<file path="config.mk">
export PLATFORM = sky130hd
export DESIGN_NAME = edo_seq_top
export DESIGN_NICKNAME = d
export VERILOG_FILES = /design/src/rtl/edo_seq_pkg.sv /design/src/rtl/edo_seq_cfgchk.sv /design/src/rtl/edo_seq_addr.sv /design/src/rtl/edo_seq_capture.sv /design/src/rtl/edo_seq_top.sv
export SDC_FILE = /design/constraint.sdc
export NUM_CORES = 1
export LEC_CHECK = 0
export ABC_AREA = 1
export BUFFER_PORTS_ARGS = -buffer_cell sky130_fd_sc_hd__buf_2
export CORE_MARGIN = 5
export CORE_UTILIZATION = 51
export CTS_BUF_LIST = sky130_fd_sc_hd__clkbuf_16
export CTS_CLUSTER_SIZE = 14
export DETAILED_ROUTE_END_ITERATION = 16
export GPL_TIMING_DRIVEN = 0
export HOLD_SLACK_MARGIN = 0.05
export PLACE_DENSITY_LB_ADDON = 0.08
export SYNTH_ARGS = -nofsm -noshare
export SYNTH_HDL_FRONTEND = slang
export SYNTH_SLANG_ARGS = --single-unit
export TNS_END_PERCENT = 5
</file>
<file path="constraint.sdc">
create_clock -name clk -period 3.3 [get_ports clk]
set_clock_uncertainty 0.1 [all_clocks]
set_input_delay 0.33 -clock clk [delete_from_list [all_inputs] [get_ports clk]]
set_output_delay 0.33 -clock clk [all_outputs]
set_load 0.005 [all_outputs]
</file>
<file path="src/rtl/edo_seq_pkg.sv">
package edo_seq_pkg;

  localparam int TIM_W = 2;
  localparam int CNT_W = TIM_W + 1;

  typedef enum logic [2:0] {
    S_IDLE = 3'd0,
    S_TR1  = 3'd1,
    S_TR2  = 3'd2,
    S_TC1  = 3'd3,
    S_TC2  = 3'd4,
    S_TCE  = 3'd5,
    S_TPC  = 3'd6
  } seq_state_e;

  typedef struct packed {
    logic             edo;
    logic             burst;
    logic             tcas2;
    logic [TIM_W-1:0] rcd;
    logic [TIM_W-1:0] wwait;
    logic [TIM_W-1:0] tpc;
  } seq_cfg_t;

  // cycles minus one that a state is held after entry
  function automatic logic [CNT_W-1:0] hold_of(seq_state_e s, seq_cfg_t c, logic wr);
    logic [CNT_W-1:0] h;
    case (s)
      S_TR2:   h = CNT_W'(c.rcd);
      S_TC1:   h = CNT_W'(c.tcas2);
      S_TC2:   h = wr ? CNT_W'(c.wwait) : '0;
      S_TPC:   h = CNT_W'(c.tpc) - CNT_W'(1);
      default: h = '0;
    endcase
    return h;
  endfunction

endpackage

</file>
<file path="src/rtl/edo_seq_cfgchk.sv">
module edo_seq_cfgchk
  import edo_seq_pkg::*;
(
  input  seq_cfg_t cfg,
  output logic     illegal
);
  logic edo_wo_burst;
  logic no_precharge;

  always_comb begin
    edo_wo_burst = cfg.edo & ~cfg.burst;
    no_precharge = (cfg.tpc == '0);
    illegal      = edo_wo_burst | no_precharge;
  end
endmodule

</file>
<file path="src/rtl/edo_seq_addr.sv">
module edo_seq_addr
  import edo_seq_pkg::*;
#(
  parameter int ROW_W = 10,
  parameter int COL_W = 10,
  parameter int LEN_W = 3,
  parameter int MA_W  = 10
) (
  input  seq_state_e       state,
  input  logic [ROW_W-1:0] row,
  input  logic [COL_W-1:0] col,
  input  logic [LEN_W-1:0] beat,
  output logic [MA_W-1:0]  ma
);
  logic [COL_W-1:0] col_eff;

  always_comb begin
    col_eff = col + COL_W'(beat);
    case (state)
      S_TR1, S_TR2:        ma = MA_W'(row);
      S_TC1, S_TC2, S_TCE: ma = MA_W'(col_eff);
      default:             ma = '0;
    endcase
  end
endmodule

</file>
<file path="src/rtl/edo_seq_capture.sv">
module edo_seq_capture #(
  parameter int DW = 16
) (
  input  logic          clk,
  input  logic          rst_n,
  input  logic          edo,
  input  logic          strobe,
  input  logic          cas_n_i,
  input  logic [DW-1:0] dq_in,
  output logic          rd_valid,
  output logic [DW-1:0] rd_data
);
  logic pend, pend_nx, vld_nx, dat_ld;

  always_comb begin
    pend_nx = pend;
    vld_nx  = 1'b0;
    dat_ld  = 1'b0;
    if (pend) begin
      vld_nx  = 1'b1;
      dat_ld  = 1'b1;
      pend_nx = 1'b0;
    end
    if (strobe) begin
      if (edo) pend_nx = 1'b1;
      else begin
        vld_nx = 1'b1;
        dat_ld = 1'b1;
      end
    end
  end

  always_ff @(posedge clk or negedge rst_n) begin
    if (!rst_n) begin
      pend     <= 1'b0;
      rd_valid <= 1'b0;
      rd_data  <= '0;
    end else begin
      pend     <= pend_nx;
      rd_valid <= vld_nx;
      if (dat_ld) rd_data <= dq_in;
    end
  end

  // fast-page capture edge ends a CAS-low cycle
  a_r4_fp_sample: assert property (@(posedge clk) disable iff (!rst_n)
    (rd_valid && !edo) |-> !$past(cas_n_i));
  // extended-data-out capture edge ends a CAS-high cycle
  a_r5_edo_sample: assert property (@(posedge clk) disable iff (!rst_n)
    (rd_valid && edo) |-> $past(cas_n_i));
endmodule

</file>
<file path="src/rtl/edo_seq_top.sv">
module edo_seq_top
  import edo_seq_pkg::*;
#(
  parameter int ROW_W = 10,
  parameter int COL_W = 10,
  parameter int DW    = 16,
  parameter int LEN_W = 3,
  localparam int MA_W = (ROW_W > COL_W) ? ROW_W : COL_W,
  localparam int AW   = ROW_W + COL_W
) (
  input  logic             clk,
  input  logic             rst_n,
  input  logic             req_valid,
  input  logic             req_write,
  input  logic [AW-1:0]    req_addr,
  input  logic [LEN_W-1:0] req_len,
  input  logic [DW-1:0]    wdata,
  input  logic             cfg_edo,
  input  logic             cfg_burst,
  input  logic             cfg_tcas2,
  input  logic [1:0]       cfg_rcd,
  input  logic [1:0]       cfg_wwait,
  input  logic [1:0]       cfg_tpc,
  input  logic [DW-1:0]    dq_in,
  output logic             busy,
  output logic             cfg_err,
  output logic [LEN_W-1:0] beat_idx,
  output logic [MA_W-1:0]  ma,
  output logic             ras_n,
  output logic             cas_n,
  output logic             we_n,
  output logic [DW-1:0]    dq_out,
  output logic             dq_oe,
  output logic             rd_valid,
  output logic [DW-1:0]    rd_data,
  output logic             done
);
  // reset: asserted asynchronously, released on the clock
  logic [1:0] rst_sync;
  logic       rst_n_s;

  always_ff @(posedge clk or negedge rst_n) begin
    if (!rst_n) rst_sync <= 2'b00;
    else        rst_sync <= {rst_sync[0], 1'b1};
  end
  assign rst_n_s = rst_sync[1];

  seq_cfg_t cfg_in, cfg_q;
  always_comb begin
    cfg_in.edo   = cfg_edo;
    cfg_in.burst = cfg_burst;
    cfg_in.tcas2 = cfg_tcas2;
    cfg_in.rcd   = cfg_rcd;
    cfg_in.wwait = cfg_wwait;
    cfg_in.tpc   = cfg_tpc;
  end

  edo_seq_cfgchk u_chk (
    .cfg     (cfg_in),
    .illegal (cfg_err)
  );

  seq_state_e       state, state_nx;
  logic [CNT_W-1:0] cnt, cnt_nx;
  logic [LEN_W-1:0] beat, beat_nx, last_q;
  logic [ROW_W-1:0] row_q;
  logic [COL_W-1:0] col_q;
  logic             wr_q;
  logic             accept, enter, cnt_zero, beat_end, dq_ld, wdone_q;

  assign cnt_zero = (cnt == '0);
  assign accept   = (state == S_IDLE) && req_valid && !cfg_err;
  assign beat_end = (state == S_TC2) && cnt_zero;
  assign dq_ld    = (state == S_TC1) && cnt_zero && wr_q;

  // next-state process
  always_comb begin
    state_nx = state;
    cnt_nx   = cnt;
    beat_nx  = beat;
    enter    = 1'b0;
    if (state == S_IDLE) begin
      if (accept) begin
        state_nx = S_TR1;
        beat_nx  = '0;
        enter    = 1'b1;
      end
    end else if (!cnt_zero) begin
      cnt_nx = cnt - CNT_W'(1);
    end else begin
      enter = 1'b1;
      case (state)
        S_TR1: state_nx = S_TR2;
        S_TR2: state_nx = S_TC1;
        S_TC1: state_nx = S_TC2;
        S_TC2: begin
          if (beat == last_q) state_nx = S_TCE;
          else begin
            state_nx = S_TC1;
            beat_nx  = beat + LEN_W'(1);
          end
        end
        S_TCE:   state_nx = S_TPC;
        default: state_nx = S_IDLE;
      endcase
    end
    if (enter) cnt_nx = hold_of(state_nx, cfg_q, wr_q);
  end

  // register process
  always_ff @(posedge clk or negedge rst_n_s) begin
    if (!rst_n_s) begin
      state   <= S_IDLE;
      cnt     <= '0;
      beat    <= '0;
      last_q  <= '0;
      row_q   <= '0;
      col_q   <= '0;
      wr_q    <= 1'b0;
      cfg_q   <= '0;
      dq_out  <= '0;
      wdone_q <= 1'b0;
    end else begin
      state   <= state_nx;
      cnt     <= cnt_nx;
      beat    <= beat_nx;
      wdone_q <= beat_end && wr_q;
      if (accept) begin
        last_q <= cfg_burst ? req_len : '0;
        row_q  <= req_addr[AW-1:COL_W];
        col_q  <= req_addr[COL_W-1:0];
        wr_q   <= req_write;
        cfg_q  <= cfg_in;
      end
      if (dq_ld) dq_out <= wdata;
    end
  end

  edo_seq_addr #(
    .ROW_W (ROW_W),
    .COL_W (COL_W),
    .LEN_W (LEN_W),
    .MA_W  (MA_W)
  ) u_addr (
    .state (state),
    .row   (row_q),
    .col   (col_q),
    .beat  (beat),
    .ma    (ma)
  );

  // strobes decoded from the state register
  always_comb begin
    busy     = (state != S_IDLE);
    ras_n    = !(state inside {S_TR2, S_TC1, S_TC2, S_TCE});
    cas_n    = (state != S_TC2);
    we_n     = !(wr_q && (state inside {S_TC1, S_TC2}));
    dq_oe    = wr_q && (state == S_TC2);
    beat_idx = beat;
  end

  logic rvalid_i;

  edo_seq_capture #(
    .DW (DW)
  ) u_cap (
    .clk      (clk),
    .rst_n    (rst_n_s),
    .edo      (cfg_q.edo),
    .strobe   (beat_end && !wr_q),
    .cas_n_i  (cas_n),
    .dq_in    (dq_in),
    .rd_valid (rvalid_i),
    .rd_data  (rd_data)
  );

  assign rd_valid = rvalid_i;
  assign done     = rvalid_i | wdone_q;

  // fixed order of the row and column-end steps
  a_r2_tr1_next: assert property (@(posedge clk) disable iff (!rst_n_s)
    (state == S_TR1) |=> (state == S_TR2));
  a_r2_tce_next: assert property (@(posedge clk) disable iff (!rst_n_s)
    (state == S_TCE) |=> (state == S_TPC));
  // CAS only pulses inside a RAS-low window
  a_r2_cas_in_ras: assert property (@(posedge clk) disable iff (!rst_n_s)
    !cas_n |-> !ras_n);
  // an illegal configuration keeps the sequencer idle
  a_r6_reject: assert property (@(posedge clk) disable iff (!rst_n_s)
    (state == S_IDLE && cfg_err) |=> (state == S_IDLE));
  // write enable only while the row is open
  a_r12_we_in_ras: assert property (@(posedge clk) disable iff (!rst_n_s)
    !we_n |-> !ras_n);
  // write beat completion gives exactly one done pulse
  a_r13_wdone: assert property (@(posedge clk) disable iff (!rst_n_s)
    (beat_end && wr_q) |=> done);
endmodule

</file>
# Word level (Yosys, flattened, before mapping)
# Cells that the tools add are included.
[totals]
register_bits = 78
inputBits = 68
[op_classes]
addsub = 4
n_eq_ne = 15
muxes = 25
n_bitwise = 4
n_reduce_logical = 25
[op_table]
columns = ["cell", "n"]
rows = [
  ["3-bit 2-to-1 mux", 13],
  ["10-bit one-hot mux with 2 select lines", 1],
  ["3-bit one-hot mux with 5 select lines", 1],
  ["3-bit by 2-bit == test with 1-bit output (second input constant)", 4],
  ["3-bit == test (second input constant)", 4],
  ["3-bit one-hot mux with 4 select lines", 1],
  ["10-bit by 3-bit adder with 10-bit output", 1],
  ["1-bit logical AND", 9],
  ["1-bit 2-to-1 mux", 8],
  ["2-bit != test (second input constant)", 4],
  ["3-bit logical NOT", 2],
  ["2-bit nonzero test", 3],
  ["1-bit logical NOT", 4],
  ["4-bit AND reduction", 1],
  ["4-bit nonzero test", 1],
  ["3-bit by 1-bit adder with 3-bit output (second input constant)", 1],
  ["3-bit by 1-bit == test with 1-bit output (second input constant)", 1],
  ["3-bit == test", 1],
  ["3-bit != test (second input constant)", 1],
  ["3-bit nonzero test", 1],
  ["3-bit OR reduction", 1],
  ["2-bit by 1-bit subtractor with 3-bit output (second input constant)", 1],
  ["3-bit by 1-bit subtractor with 3-bit output (second input constant)", 1],
  ["2-bit logical NOT", 1],
  ["6 further kinds", 7],
]

# Logic depth before layout (Yosys ltp)
[depth]
ltp_word = 10
mapped_depth = 14
depth_no_buf = 14

# Hierarchy
# A second synthesis with hierarchy kept.
[hier_totals]
hier_cells = 461
hier_area_um2 = 3836.2
[modules_own_cells]
columns = ["mod", "instances", "cells_each", "area_each_um2", "seq_area_each_um2"]
rows = [
  ["edo_seq_top", 1, 298, 2678.8, 1501.4],
  ["edo_seq_capture", 1, 75, 730.7, 450.4],
  ["edo_seq_addr", 1, 82, 404.1, 0.0],
  ["edo_seq_cfgchk", 1, 6, 22.5, 0.0],
]

# Worst setup path before layout
# OpenSTA, ideal clock, no wires.
[synth_timing]
kind = "register -> output"
start = "register beat[0] (netlist: beat_idx[0])"
end = "output port ma[6]"
arrival_time_ns = 1.614
required_time_ns = 2.870
slack_ns = 1.256
path_stages_with_launch = 8
cell_sequence = "dfrtp_1 ha_1 fa_1 nand2_1 a21oi_1 nand2_1 nor3_1 o32ai_1"
[synth_via]
elab_chain_cells = 2
[synth_lines]
columns = ["element", "line", "text"]
rows = [
  ["start, declared", "edo_seq_top.sv:65", "logic [LEN_W-1:0] beat, beat_nx, last_q;"],
  ["start signal, assigned", "edo_seq_top.sv:126", "beat <= beat_nx;"],
  ["10-bit by 3-bit adder with 10-bit output", "edo_seq_addr.sv:18", "col_eff = col + COL_W'(beat);"],
  ["10-bit one-hot mux with 2 select lines", "edo_seq_addr.sv:19", "case (state)"],
  ["end, declared", "edo_seq_top.sv:28", "output logic [MA_W-1:0] ma,"],
]
# Every way passes these cells.

# Worst setup path after layout
[layout_timing]
start = "register beat[2] (netlist: beat_idx[2])"
end = "output port ma[9]"
# Same word-level chain as after synthesis.

==> summary.md <==
| Metric | Value |
|---|---|
| Setup crit start kind | flop |
| FF+latch count, synth | 78 |
| Clock-pin slew on the worst setup and hold paths | roughly 0.060 ns |
| DR pass1 iterations | 6 |
| CP Capture Type | output pin |
| Diodes inserted | 0 |
| Max-Cap Viols | 0 |
| DRC Markers | 0 |
| Critical path class | reg -> out |
| CTS tree | built |
| Initial antenna violation count | 0 |
| Syn_nets | 457 |
| Largest net degree at the start of global routing | 65 |
| Vias after detailed routing | 3,119 |
| Maximum VDD drop | 0.4336 mV |
| Post-DR vias/cell | 5.047 |
| CP top delay family | simple AND/OR/NAND/NOR gates |
| H-tree depth | 3 |
| Grt total ovfl | 0 |
| Clk pwr share | 0.229 |
| Measured slew at the worst slew-check pin | 0.5408 ns |
| YS warnings | 0 |
| Tot GR Track Use | 0.2038 |
| Port bufs | 120 |
| Sequential power share | 0.375 |
| Detail Placement HPWL | 6553 µm |
| Worst-Skew Late Latency | 0.33 ns |
| Worst path required time | about 2.9 ns |
| Slowest stage delay, CP | 0.45 ns |
| Fin util | 0.6634 |
| Mean routed wirelength per cell | between 10 and 15 µm |
| Final period demand of the worst path | 2.763 ns |
| Net Sw Power | about 1.6 mW |
| Switching share of power | 0.3667 |
| Clock sinks | 78 |
| Post-synth cell types | 36 |
| WP buf/inv | 1 |
| Post-Route Hold Slack | roughly 0.075 ns |
| Relative slew margins | 0.6395 |
| Final Non-Filler Cells | a little over 600 |
| Finish-stage setup viols | 0 |
| Total power | 4.262 mW |
| Final Slew Violations | 0 |
| Place WS | 0.9020 ns |
| Cell Area, Synth | roughly 0.0037 mm² |
| Synthesis-to-finish area growth | 28.97% |
| Comb power frac | 0.396 |
| Cts hold-fix bufs | 1 |
| Hold Violations, Final | 0 |
| Number of CTS-inserted buffers | 9 |
| Setup Buffers After CTS | 0 |
| Die W | 94.84 µm |
| Cells after Synth | 381 |
| DIE HEIGHT | 94.84 µm |
| Outcome | completed |
| Dpl cell area | between 0.004 and 0.005 mm² |
| Fin nets | 590 |
| Cell-internal power | 2.699 mW |
| Vias in the first global route | 3,086 |
| Share of cells above drive strength 1 | 0.3661 |
| Worst Path Max Fanout | 5 |
| Critical-path top delay cell | dfrtp_1 |
| CTS Root Cell | clkbuf_16 |
| # rows | 31 |
| Seq. cell area | 0.001956 mm² |
| Cells along the critical path | ha_1, nand2_1, nand2_1, a31oi_1, nor4_1, nand2_1, o21ai_0, nand3_1, o21ai_0, buf_2 |
| # IOs | 121 |
| Sequential area share after synthesis | 0.5317 |
| Deepest clock path buffer count | 2 |
| Routed wire length | 8789 µm |
| Final GP Congestion | 0.8788 |
| Fmax | 0.3619 GHz |
| Core Footprint | 0.007137 mm² |
| Hold WC Path Type | reg -> async |
| Worst Path Arrival | 2.33 ns |
| Placed instance count | ~600 |
| Remaining antenna violation count after routing | 0 |
| Multi-input logic area | 0.001445 mm² |
| Post-synthesis average cell area | 9.635 µm² |
| First-pass GRT wire length | 14,190 µm |
| Die outline area | 0.008995 mm² |
| Setup TNS | 0 ns |
| Final worst slack | 0.5366 ns |
| Post-CTS Resized | 0 |
| Final instance area | 0.004735 mm² |
| Final Cycle Share | 0.8374 |
| Fillers | 629 |
| Power Density | 900.1 mW/mm² |
| Most frequent CP cell | nand2_1 |
| P_leak | 2.538 nW |
| Starting DRT DRC Count | about 170 |
| Starting Density | 0.5144 |
| RSZ-0062 raised after global routing | no |
==> per-layer routing <==
| layer | up-vias | GRT usage | wire length (µm) |
|---|---|---|---|
| met5 | - | 0 | 0 |
| li1 | 1503 | - | - |
| met4 | 0 | 0.08774 | 207 |
| met2 | 94 | 0.3241 | 4238 |
| met3 | 19 | 0.05817 | 682 |
| met1 | 1503 | 0.2598 | 3661 |
==> power by group through the flow <==
| stage | registers (mW) | clock network, mW | logic [mW] |
|---|---|---|---|
| finish | 1.60 | 0.974 | 1.69 |
| global route | 1.66 | 1.03 | 1.92 |
| CTS | 1.60 | 0.995 | 1.71 |
| detailed placement | 1.61 | 0 | 1.70 |
| global placement | 1.61 | 0 | 1.62 |
| floorplan | 1.60 | 0 | 1.06 |
==> kinds of logic (layout without fill, tap and decap cells) <==
kind of cell / count (synthesis) / after routing / share of synthesized area
buf+inv: 65 / 203 / 0.07464
flops: 78 / 78 / 0.5317
other cells: 1 / 1 / 0.001022
mux: 32 / 32 / 0.1074
simple gates: 136 / 136 / 0.1575
compound gates: 57 / 57 / 0.08896
xor+xnor: 4 / 4 / 0.009545
fa+ha+maj: 8 / 8 / 0.02931
==> flip-flops by register name, summed over array words and instances, names as in the netlist <==
name	count
rst_sync	2
state	3
u_cap.pend	1
u_cap.rd_valid	1
row_q	10
cfg_q	8
cnt	3
last_q	3
u_cap.rd_data	16
wr_q	1
beat_idx	3
wdone_q	1
dq_out	16
col_q	10
==> cells in the final DEF (no fill, tap or decap), drive strengths merged, types with 2 or more instances in the layout <==
| cell type | n |
|---|---|
| clkinv | 4 |
| nand4 | 7 |
| o22ai | 4 |
| buf | 128 |
| a21oi | 8 |
| inv | 57 |
| o32ai | 3 |
| ha | 7 |
| nor2 | 18 |
| mux2 | 32 |
| o21bai | 2 |
| nor3 | 4 |
| dfrtp | 78 |
| o21ai | 39 |
| xnor2 | 2 |
| nand2 | 91 |
| nand3 | 13 |
| xor2 | 2 |
| clkbuf | 11 |
==> worst reg2reg max path, cell delays in order, from the launching register on <==
cell,delay [ns]
dfrtp_1,0.36
inv_1,0.07
ha_1,0.20
nand2_2,0.13
inv_1,0.12
nand2_1,0.31
buf_2,0.32
mux2_2,0.37
==> path summary, 6_finish.rpt <==
path                         startpoint          to  slack [ns]  cells past startpoint
setup / recovery            beat_idx[2]       ma[9]        0.54                     10
setup reg to reg                 cnt[0]  dq_out[14]        1.20                      7
hold / removal              rst_sync[1]    col_q[4]        0.07                      0
hold reg to reg             rst_sync[1]    col_q[4]        0.07                      0
max in group asynchronous   rst_sync[1]        wr_q        2.46                      1
min in group clk           req_addr[13]    row_q[3]        0.11                      3
==> area by class of cell <==
cell class              count  share of cell area
repair buffers            122              0.1348
inverters                  56             0.04440
multi-input cells         238              0.3052
plain buffers               9             0.01348
clock buffers               9             0.04757
well taps                  99             0.02616
clock inverters             7             0.01533
flip-flops and latches     78              0.4131
==> Yosys cell counts <==
cell,number,share of area
a21oi_1,7,0.0095
a21oi_2,1,0.0024
a31oi_1,1,0.0017
buf_12,1,0.0055
buf_2,5,0.0068
buf_6,1,0.0031
clkbuf_1,2,0.0020
conb_1,1,0.0010
dfrtp_1,78,0.53
fa_1,1,0.0055
ha_1,7,0.024
inv_1,51,0.052
inv_2,5,0.0051
mux2_2,23,0.071
mux2_4,9,0.037
nand2_1,89,0.091
nand2_2,2,0.0034
nand3_1,13,0.018
nand3b_1,1,0.0020
nand4_1,7,0.012
nor2_1,16,0.016
nor2_2,1,0.0017
nor2_4,1,0.0031
nor3_1,3,0.0041
nor3_2,1,0.0027
nor4_1,1,0.0017
o21ai_0,37,0.050
o21ai_1,1,0.0014
o21ai_2,1,0.0024
o21bai_1,1,0.0020
o21bai_4,1,0.0051
o22ai_1,4,0.0068
o32ai_1,3,0.0072
or2_2,1,0.0017
xnor2_1,2,0.0048
xor2_1,2,0.0048
No activity file was read; power rests on OpenSTA's default activity.
